===== config.mk =====
export PLATFORM = sky130hd
export DESIGN_NAME = desc_ring_idx
export DESIGN_NICKNAME = d
export VERILOG_FILES = /design/src/rtl/ring_pkg.sv /design/src/rtl/ring_cfg.sv /design/src/rtl/ring_idx_core.sv /design/src/rtl/ring_addr_gen.sv /design/src/rtl/desc_ring_idx.sv
export SDC_FILE = /design/constraint.sdc
export NUM_CORES = 1
export LEC_CHECK = 0
export BUFFER_PORTS_ARGS = -buffer_cell sky130_fd_sc_hd__buf_2
export CORE_MARGIN = 1
export CORE_UTILIZATION = 46
export DETAILED_ROUTE_END_ITERATION = 16
export PLACE_DENSITY = 0.89
export SETUP_SLACK_MARGIN = 0.4
export SLEW_MARGIN = 20
export SYNTH_ARGS = -nofsm -noshare
export SYNTH_HDL_FRONTEND = slang
export SYNTH_HIERARCHICAL = 1
export SYNTH_SLANG_ARGS = --single-unit

===== constraint.sdc =====
create_clock -name clk -period 5.4 [get_ports clk]
set_input_delay 1.08 -clock clk [delete_from_list [all_inputs] [get_ports clk]]
set_output_delay 1.08 -clock clk [all_outputs]
set_load 0.01 [all_outputs]

===== src/rtl/ring_pkg.sv =====
// Shared definitions for the descriptor ring index manager.
// Assumes: control bit positions are fixed by software convention.
package ring_pkg;
    localparam int unsigned CTRL_RST_BIT = 0;

    // Per-cycle events that the configuration stage hands to the index stage.
    typedef struct packed {
        logic idx_clr;   // clear head and tail this cycle
        logic err_clr;   // clear the sticky error flag this cycle
        logic size_bad;  // an illegal size write was refused this cycle
    } ring_ev_t;
endpackage


===== src/rtl/ring_cfg.sv =====
// Configuration registers: base address and ring size.
// Checks that each size write is legal, forces the base to 8-byte alignment,
// and turns register writes into clear and error events for the index stage.
// Assumes: a ring reset in a cycle overrides any base or size write.
module ring_cfg
    import ring_pkg::*;
#(
    parameter int ADDR_W = 64,
    parameter int IDX_W  = 16,
    parameter int REG_W  = 32
) (
    input  logic              clk,
    input  logic              rst_n,
    input  logic              base_wr,
    input  logic [ADDR_W-1:0] base_wdata,
    input  logic              size_wr,
    input  logic [REG_W-1:0]  size_wdata,
    input  logic              ctrl_wr,
    input  logic [REG_W-1:0]  ctrl_wdata,
    output logic [ADDR_W-1:0] base_q,
    output logic [IDX_W:0]    size_q,
    output ring_ev_t          ev
);
    localparam int SIZE_W = IDX_W + 1;
    localparam logic [REG_W-1:0] MAX_SIZE = REG_W'(1) << IDX_W;
    localparam logic [REG_W-1:0] MIN_SIZE = REG_W'(2);

    logic ring_rst;
    logic size_legal;
    logic size_take;
    logic base_take;

    // Decode the ring reset request from the control write.
    assign ring_rst = ctrl_wr & ctrl_wdata[CTRL_RST_BIT];

    // A size is legal when it is a power of two inside [MIN_SIZE, MAX_SIZE].
    assign size_legal = (size_wdata != '0)
                      && ((size_wdata & (size_wdata - REG_W'(1))) == '0)
                      && (size_wdata >= MIN_SIZE) && (size_wdata <= MAX_SIZE);

    assign size_take = size_wr & size_legal & ~ring_rst;
    assign base_take = base_wr & ~ring_rst;

    // Form the events for the index stage.
    assign ev.idx_clr  = ring_rst | size_take | base_take;
    assign ev.err_clr  = ring_rst;
    assign ev.size_bad = size_wr & ~size_legal & ~ring_rst;

    // Hold the base and size registers.
    always_ff @(posedge clk) begin
        if (!rst_n) begin
            base_q <= '0;
            size_q <= SIZE_W'(2);
        end else begin
            if (base_take) base_q <= {base_wdata[ADDR_W-1:3], 3'b000};
            if (size_take) size_q <= size_wdata[SIZE_W-1:0];
        end
    end

    // An accepted size write shows up in the size register on the next cycle.
    assert_size_load_R2: assert property (@(posedge clk) disable iff (!rst_n)
        (size_wr && size_legal && !ring_rst) |=> (size_q == $past(size_wdata[SIZE_W-1:0])));

    // A refused size write leaves the size register unchanged.
    assert_size_keep_R2: assert property (@(posedge clk) disable iff (!rst_n)
        (size_wr && !size_legal && !ring_rst) |=> $stable(size_q));

    // The stored size is always a power of two, at least 2.
    assert_size_pow2_R2: assert property (@(posedge clk) disable iff (!rst_n)
        ($countones(size_q) == 1) && (size_q >= SIZE_W'(2)));

    // A ring reset blocks a base write made in the same cycle.
    assert_rst_blocks_base_R8: assert property (@(posedge clk) disable iff (!rst_n)
        (ring_rst && base_wr) |=> $stable(base_q));
endmodule


===== src/rtl/ring_idx_core.sv =====
// Head and tail indices with the sticky error flag.
// Decides whether each head write may go ahead, advances the tail on
// completions, and derives pending, empty and full.
// Assumes: mask equals size-1 for a power-of-two size; a clear event wins.
module ring_idx_core
    import ring_pkg::*;
#(
    parameter int IDX_W = 16,
    parameter int REG_W = 32
) (
    input  logic             clk,
    input  logic             rst_n,
    input  logic [IDX_W-1:0] mask,
    input  ring_ev_t         ev,
    input  logic             head_wr,
    input  logic [REG_W-1:0] head_wdata,
    input  logic             done_i,
    output logic [IDX_W-1:0] head_q,
    output logic [IDX_W-1:0] tail_q,
    output logic [IDX_W-1:0] pending,
    output logic             empty,
    output logic             full,
    output logic             err_q
);
    logic [IDX_W-1:0] free_slots;
    logic [IDX_W-1:0] advance;
    logic             in_range;
    logic             head_ok;
    logic             head_take;
    logic             head_rej;
    logic             tail_take;

    // Derive occupancy from the two indices.
    assign pending    = (head_q - tail_q) & mask;
    assign free_slots = mask - pending;
    assign empty      = (pending == '0);
    assign full       = (pending == mask);

    // A head write must stay inside the ring and must not overrun the tail.
    assign in_range  = (head_wdata <= {{(REG_W-IDX_W){1'b0}}, mask});
    assign advance   = (head_wdata[IDX_W-1:0] - head_q) & mask;
    assign head_ok   = in_range && (advance <= free_slots);
    assign head_take = head_wr & head_ok & ~ev.idx_clr;
    assign head_rej  = head_wr & ~head_ok & ~ev.idx_clr;
    assign tail_take = done_i & ~empty & ~ev.idx_clr;

    // Update head and tail.
    always_ff @(posedge clk) begin
        if (!rst_n) begin
            head_q <= '0;
            tail_q <= '0;
        end else if (ev.idx_clr) begin
            head_q <= '0;
            tail_q <= '0;
        end else begin
            if (head_take) head_q <= head_wdata[IDX_W-1:0];
            if (tail_take) tail_q <= (tail_q + IDX_W'(1)) & mask;
        end
    end

    // Update the sticky error flag.
    always_ff @(posedge clk) begin
        if (!rst_n)                        err_q <= 1'b0;
        else if (ev.err_clr)               err_q <= 1'b0;
        else if (head_rej || ev.size_bad)  err_q <= 1'b1;
    end

    // The head always lies inside the ring.
    assert_head_in_ring_R6: assert property (@(posedge clk) disable iff (!rst_n)
        ((head_q & ~mask) == '0));

    // A refused head write keeps the old head and raises the error flag.
    assert_head_refused_R7: assert property (@(posedge clk) disable iff (!rst_n)
        (head_wr && !head_ok && !ev.idx_clr) |=> ($stable(head_q) && err_q));

    // A completion strobe on an empty ring leaves the tail unchanged.
    assert_empty_done_ignored_R5: assert property (@(posedge clk) disable iff (!rst_n)
        (empty && !ev.idx_clr) |=> $stable(tail_q));

    // A clear event zeroes both indices, whatever else happens that cycle.
    assert_clear_wins_R11: assert property (@(posedge clk) disable iff (!rst_n)
        ev.idx_clr |=> (head_q == '0 && tail_q == '0));

    // The error flag stays set until a ring reset.
    assert_err_sticky_R10: assert property (@(posedge clk) disable iff (!rst_n)
        (err_q && !ev.err_clr) |=> err_q);
endmodule


===== src/rtl/ring_addr_gen.sv =====
// Next-descriptor address: base plus tail times the descriptor stride.
// Assumes: the stride is a power of two, 2**STRIDE_LOG2 bytes.
module ring_addr_gen #(
    parameter int ADDR_W      = 64,
    parameter int IDX_W       = 16,
    parameter int STRIDE_LOG2 = 5
) (
    input  logic [ADDR_W-1:0] base,
    input  logic [IDX_W-1:0]  tail,
    output logic [ADDR_W-1:0] next_addr
);
    logic [ADDR_W-1:0] offset;

    // Scale the tail index by the stride, choosing the form at elaboration time.
    generate
        if (STRIDE_LOG2 == 0) begin : g_unit
            assign offset = ADDR_W'(tail);
        end else begin : g_scaled
            assign offset = ADDR_W'(tail) << STRIDE_LOG2;
        end
    endgenerate

    // Add the scaled offset to the base.
    assign next_addr = base + offset;
endmodule


===== src/rtl/desc_ring_idx.sv =====
// Top level of the descriptor ring index manager.
// Connects the configuration registers, the index core and the address generator.
// Assumes: every write strobe lasts one cycle; outputs follow the registers.
module desc_ring_idx
    import ring_pkg::*;
#(
    parameter int ADDR_W      = 64,
    parameter int IDX_W       = 16,
    parameter int REG_W       = 32,
    parameter int STRIDE_LOG2 = 5
) (
    input  logic              clk,
    input  logic              rst_n,
    input  logic              base_wr,
    input  logic [ADDR_W-1:0] base_wdata,
    input  logic              size_wr,
    input  logic [REG_W-1:0]  size_wdata,
    input  logic              head_wr,
    input  logic [REG_W-1:0]  head_wdata,
    input  logic              ctrl_wr,
    input  logic [REG_W-1:0]  ctrl_wdata,
    input  logic              done_i,
    output logic [ADDR_W-1:0] base_o,
    output logic [REG_W-1:0]  size_o,
    output logic [IDX_W-1:0]  head_o,
    output logic [IDX_W-1:0]  tail_o,
    output logic [IDX_W-1:0]  pending_o,
    output logic              empty_o,
    output logic              full_o,
    output logic [ADDR_W-1:0] next_addr_o,
    output logic              err_o
);
    localparam int SIZE_W = IDX_W + 1;

    logic [SIZE_W-1:0] size_q;
    logic [SIZE_W-1:0] size_m1;
    logic [IDX_W-1:0]  mask;
    ring_ev_t          ev;

    // Derive the wrap mask from the stored size.
    assign size_m1 = size_q - SIZE_W'(1);
    assign mask    = size_m1[IDX_W-1:0];
    assign size_o  = REG_W'(size_q);

    ring_cfg #(.ADDR_W(ADDR_W), .IDX_W(IDX_W), .REG_W(REG_W)) u_cfg (
        .clk        (clk),
        .rst_n      (rst_n),
        .base_wr    (base_wr),
        .base_wdata (base_wdata),
        .size_wr    (size_wr),
        .size_wdata (size_wdata),
        .ctrl_wr    (ctrl_wr),
        .ctrl_wdata (ctrl_wdata),
        .base_q     (base_o),
        .size_q     (size_q),
        .ev         (ev)
    );

    ring_idx_core #(.IDX_W(IDX_W), .REG_W(REG_W)) u_core (
        .clk        (clk),
        .rst_n      (rst_n),
        .mask       (mask),
        .ev         (ev),
        .head_wr    (head_wr),
        .head_wdata (head_wdata),
        .done_i     (done_i),
        .head_q     (head_o),
        .tail_q     (tail_o),
        .pending    (pending_o),
        .empty      (empty_o),
        .full       (full_o),
        .err_q      (err_o)
    );

    ring_addr_gen #(.ADDR_W(ADDR_W), .IDX_W(IDX_W), .STRIDE_LOG2(STRIDE_LOG2)) u_addr (
        .base      (base_o),
        .tail      (tail_o),
        .next_addr (next_addr_o)
    );

    // A base write without a ring reset always clears both indices.
    assert_base_clears_R3: assert property (@(posedge clk) disable iff (!rst_n)
        (base_wr && !(ctrl_wr && ctrl_wdata[CTRL_RST_BIT])) |=> (head_o == '0 && tail_o == '0));
endmodule


# After elaboration in Yosys (flattened, before gate mapping)
# Cells that the tools add are included.
# classes
n_eq_ne	1
add_sub_neg	7
magnitude_cmp	4
bitwise	24
n_reduce_logical	10
# ops
operator	n
adder 64 x 21 -> 64 bit	1
AND 16 bit	3
subtractor 16 bit	3
AND 32 bit	1
>= comparator 32 x 2 -> 1 bit, second input constant	1
<= comparator 32 x 16 -> 1 bit	1
<= comparator 32 x 17 -> 1 bit, second input constant	1
zero test 32 bit	1
nonzero test 32 bit	1
subtractor 32 x 1 -> 32 bit, second input constant	1
adder 16 x 1 -> 16 bit, second input constant	1
equality test 16 bit	1
<= comparator 16 bit	1
zero test 16 bit	1
subtractor 16 x 1 -> 16 bit, second input constant	1
AND 1 bit	12
NOT 1 bit	6
logical AND 1 bit	4
OR reduction 2 bit	2
OR 1 bit	2
logical OR 1 bit	1
# totals
wordCells	51
in_bits	167
out_inout_bits	211
regBits	111

# Logic depth before layout (Yosys ltp)
# depth
ltp_word	13
ltp_mapped	24
depth_no_buf	23

# By module
# The synthesis kept the hierarchy.
# modules_own_cells
module	area_per_inst_um2	n_inst	seq_area_each_um2	cells_each
ring_idx_core	4380.5	1	660.6	575
ring_cfg	3285.7	1	1561.5	397
ring_addr_gen	1913.1	1	0.0	261
desc_ring_idx	386.6	1	0.0	56

# Worst setup path after synthesis
# OpenSTA, ideal clock, no wires.
# synth_path
kind	input to register
start	in head_wdata[0]
end	reg u_core.head_q[0]
stages	23
setup_ns	0.128
n_path_buf	1
required_time_ns	5.272
path_slack_ns	-0.022
t_arrival_ns	5.295
path_cell_list	inv_1 -> ha_1 -> inv_1 -> fa_1 -> a21oi_1 -> o21bai_1 -> a21o_1 -> a21o_1 -> a21oi_1 -> inv_1 -> a41o_1 -> xnor2_1 -> nor2_1 -> ha_1 -> nand4_1 -> or2_0 -> or4_1 -> nor2b_1 -> a221oi_1 -> nand3_1 -> buf_2 -> mux2i_1 -> nor2_1
# synth_between
elab_chain_cells	6
word_cells_on_any_way	7
classes_between	add/sub: 1; order compare: 2; bitwise: 3; reduce/logical: 1
# synth_rtl
element	line_no	rtl
start: declaration	desc_ring_idx.sv:19	input logic [REG_W-1:0] head_wdata,
subtractor 16 bit	ring_idx_core.sv:41	assign advance = (head_wdata[IDX_W-1:0] - head_q) & mask;
AND 16 bit	ring_idx_core.sv:41	
<= comparator 16 bit	ring_idx_core.sv:42	assign head_ok = in_range && (advance <= free_slots);
logical AND 1 bit	ring_idx_core.sv:42	
AND 1 bit (2 in series)	ring_idx_core.sv:43	assign head_take = head_wr & head_ok & ~ev.idx_clr;
end signal: assignment	ring_idx_core.sv:56	if (head_take) head_q <= head_wdata[IDX_W-1:0];
end: declaration	ring_idx_core.sv:18	output logic [IDX_W-1:0] head_q,
# Several ways; a longest one is shown, not always the timed one.
# A chain may end at the register's enable or synchronous reset.

# Final worst setup path
# layout_path
start	in head_wdata[8]
end	reg u_core.head_q[14]
# layout_between
elab_chain_cells	6
word_cells_on_any_way	7
classes_between	add/sub: 1; order compare: 2; bitwise: 3; reduce/logical: 1
# layout_rtl
element	line_no
subtractor 16 bit	ring_idx_core.sv:41
AND 16 bit	ring_idx_core.sv:41
<= comparator 16 bit	ring_idx_core.sv:42
logical AND 1 bit *	ring_idx_core.sv:42
AND 1 bit * (2 in series)	ring_idx_core.sv:43
# Every way passes the cells marked *; elsewhere a longest branch is shown, timed or not.

==> out/qor.txt <==
Status: finished clean
Yosys top cell by area: dfxtp_1
Final net count: 1866
Layout area overhead: 25.0%
Fin. max-slew vios: 0
Worst Hold Class: flop to flop
Hold_sp: u_cfg/base_q[3]
Mapped Area: 9970 um2
Largest net degree at the start of global routing: 97
Vias per cell: 5.67
Cells along the critical path: buf_2, ha_1, a21o_1, a21o_1, a21o_1, a21oi_1, nor2b_1, or3_1, o22ai_1, xor2_1, nor2_1, ha_1, nand4_1, or2_4, or4_4, nor2b_4, a221oi_2, buf_4, nand3_4, buf_12, mux2i_2, nor2_1
Worst Skew: 0.0111 ns
Sink Count: 111
Sum Neg Setup Slack: 0 ns
Die Y: 149 um
RR Startpoint: u_core/tail_q[3]
Global route overflow: 0
Avg Inst Size Synth: 7.73 um2
Asr flop ratio synth: 0%
Fin worst setup slack: 0.439 ns
Worst-margin pin slew: 1.00 ns
Hold buffer count at CTS: 0
Initial Util: 47.1%
Via Count: 10743
Filler Cells Inserted: 1874
Number of global-route vias before repair: 9887
P_leak: 5.87 nW
Crit start category: primary input
Post-synth top cells: 219 x nand2_1, 111 x dfxtp_1, 81 x ha_1, 75 x inv_1, 74 x nor2_1
Dpl cells: 1871
Layout Cells excl Fill: 1895
CP required: 5.65 ns
Critical Path Start: head_wdata[8]
Layout cells sized above 1: 28.5%
Root buffer cell: clkbuf_16
CORE AREA: 21200 um2
Area fraction of the dominant cell type after synthesis: 22.3%
CP max-delay cell: or4_4
Register area share after synthesis: 22.3%
Ports: 378
Cells after Synth: 1289
HPWL Detailed: 27100 um
Final Total Pwr: 1.98 mW
Final worst-path cycle share: 91.9%
RSZ-0062 raised after global routing: true
Routed WL: 34200 um
DRT iter0 DRCs: 712
Clock Pin Slew Worst Setup and Hold Paths: 0.08 ns
Maxcap violations: 0
CP max FO: 8
Yosys warning count: 6
RePlAce Congestion: 0.970
Pre-CTS setup slack: -0.0211 ns
FF+latch area: 2220 um2
Final design utilization: 58.9%
Synth unique cells: 89
Critical Path Most Common Cell: a21o_1
Number of flops mapped to enable cells by yosys: 0
Clk_lat worst skew: 0.37 ns
CP arrival: 5.21 ns
Max VDD drop: 0.000158 V
Worst Path Class, Setup: primary input to flop
Ys flop type: dfxtp_1
Multi-input logic area: 7290 um2
CTS max path bufs: 2
Number of routed nets with antenna violations: 0
CTS tree: built
Hold Fails Final Rpt: 0
Full die area: 22300 um2
CP endpoint kind: flop
Tmin final: 4.96 ns
DRT Pass-1 Iters: 8
Headroom to the max-slew limit: 32.6%
Diode count: 0
Port bufs: 322
H-tree level count: 3
CP peak stage delay: 0.43 ns
Synth top area cells: dfxtp_1 22%, ha_1 10%, nand2_1 8.2%
CP delay by family, top: simple AND/OR/NAND/NOR gates
Inserted Clock Buffers: 9
Pwr Density: 159 nW/um2
Count leader, synth: nand2_1
DRC errors left: 0
First-pass GRT wire length: 51200 um
Cell Rows: 53
Wire per inst: 18.0 um
Final-report setup violation count: 0
Initial antenna violation count: 0
F_max: 202 MHz
Die W: 149 um
FF+latch count, synth: 111
Total Routing Usage GR: 29.5%
Worst Path Buf+Inv: 3
-- metrics by stage --
step | hold WS (ns) | area, um2
after floorplan | 0.479 | 10100
after global placement | 0.451 | 11900
after detailed placement | 0.469 | 11900
after CTS | 0.479 | 12300
after global routing | 0.504 | 12500
final | 0.476 | 12500
-- worst paths after layout --
path,endpoint,cells past startpoint,slack (ns)
setup reg to reg,u_core/head_q[14],22,0.45
hold / removal,u_cfg/base_q[3],2,0.48
setup / recovery,u_core/head_q[14],22,0.44
hold reg to reg,u_cfg/base_q[3],2,0.48
-- cell usage in the layout, fill, tap and decap left out, types with 7 or more instances in the layout --
cell / count
nand4_1: 31
buf_4: 41
conb_1: 19
nor4_1: 14
a211oi_1: 14
o21ai_1: 13
nand3_1: 32
ha_1: 79
nor2b_1: 15
o21ai_0: 29
and4_1: 11
a21o_1: 24
and3_1: 23
nand2b_1: 17
xnor2_1: 63
nand2_1: 218
or3_1: 10
mux2i_1: 33
inv_1: 72
a21oi_1: 38
xor2_1: 34
a21oi_2: 12
nor3_1: 29
a21boi_0: 61
clkbuf_16: 9
and2_1: 13
nand4b_1: 7
nor2_1: 74
dfxtp_1: 109
buf_2: 321
-- report_power, final --
part,switching (mW),total [mW],internal [mW],leakage [nW]
registers,0.0396,0.883,0.844,0.905
clock network,0.350,0.740,0.390,0.152
logic,0.203,0.359,0.156,4.81
-- state kept, by name, indices dropped and copies added (netlist names) --
signal and cells:
u_core/head_q 16, u_core/err_q 1, u_core/tail_q 16, u_cfg/base_q 61, u_cfg/size_q 17
-- per-layer routing --
| metal | wire length (um) | part of all wire, % | global-route usage (%) |
|---|---|---|---|
| met1 | 13500 | 39 | 33.5 |
| met5 | 0 | 0 | 0 |
| met4 | 1830 | 5.4 | 17.4 |
| met3 | 2120 | 6.2 | 4.22 |
| met2 | 16700 | 49 | 52.2 |
-- worst reg2reg max path, cell delays in order, from the launching register on --
cell,delay (ns)
dfxtp_1,0.33
inv_1,0.09
ha_1,0.46
a21oi_1,0.12
nor2b_1,0.34
nor4_1,0.14
o21ai_2,0.21
and3_1,0.18
and3_1,0.20
nand4_1,0.15
nor4b_2,0.34
xor2_1,0.11
ha_1,0.32
nand4_1,0.09
or2_4,0.24
or4_4,0.43
nor2b_4,0.14
a221oi_2,0.22
buf_4,0.17
nand3_4,0.13
buf_12,0.20
mux2i_2,0.18
nor2_1,0.06
-- logic make-up after synthesis --
group	count (synthesis)	synth area share (%)
xor gates and xnor gates	97	8.52
buffers and inverters	141	6.73
adders and majority gates	84	10.8
other	3	0.113
AOI/OAI and AO/OA	270	19.3
and+or+nand+nor	546	28.6
DFF	111	22.3
muxes	37	3.73
-- final cells by class --
type | count | share of cell area (%)
inverter | 75 | 2.36
multi-input combinational | 1053 | 58.6
timing repair buffer | 365 | 15.9
sequential | 111 | 17.9
clock inverter | 5 | 0.512
tap | 275 | 2.76
clock buffer | 11 | 2.03
-- timing repair --
item                                   in CTS  in global routing
endpoints found under the hold margin       0                  0
resized for setup                          12                 31
pin swaps                                   5                 30
setup endpoints to repair                  17                 17
gates cloned                                1                  0
buffers inserted                            2                  5
Power figures use the tool's default switching activity.
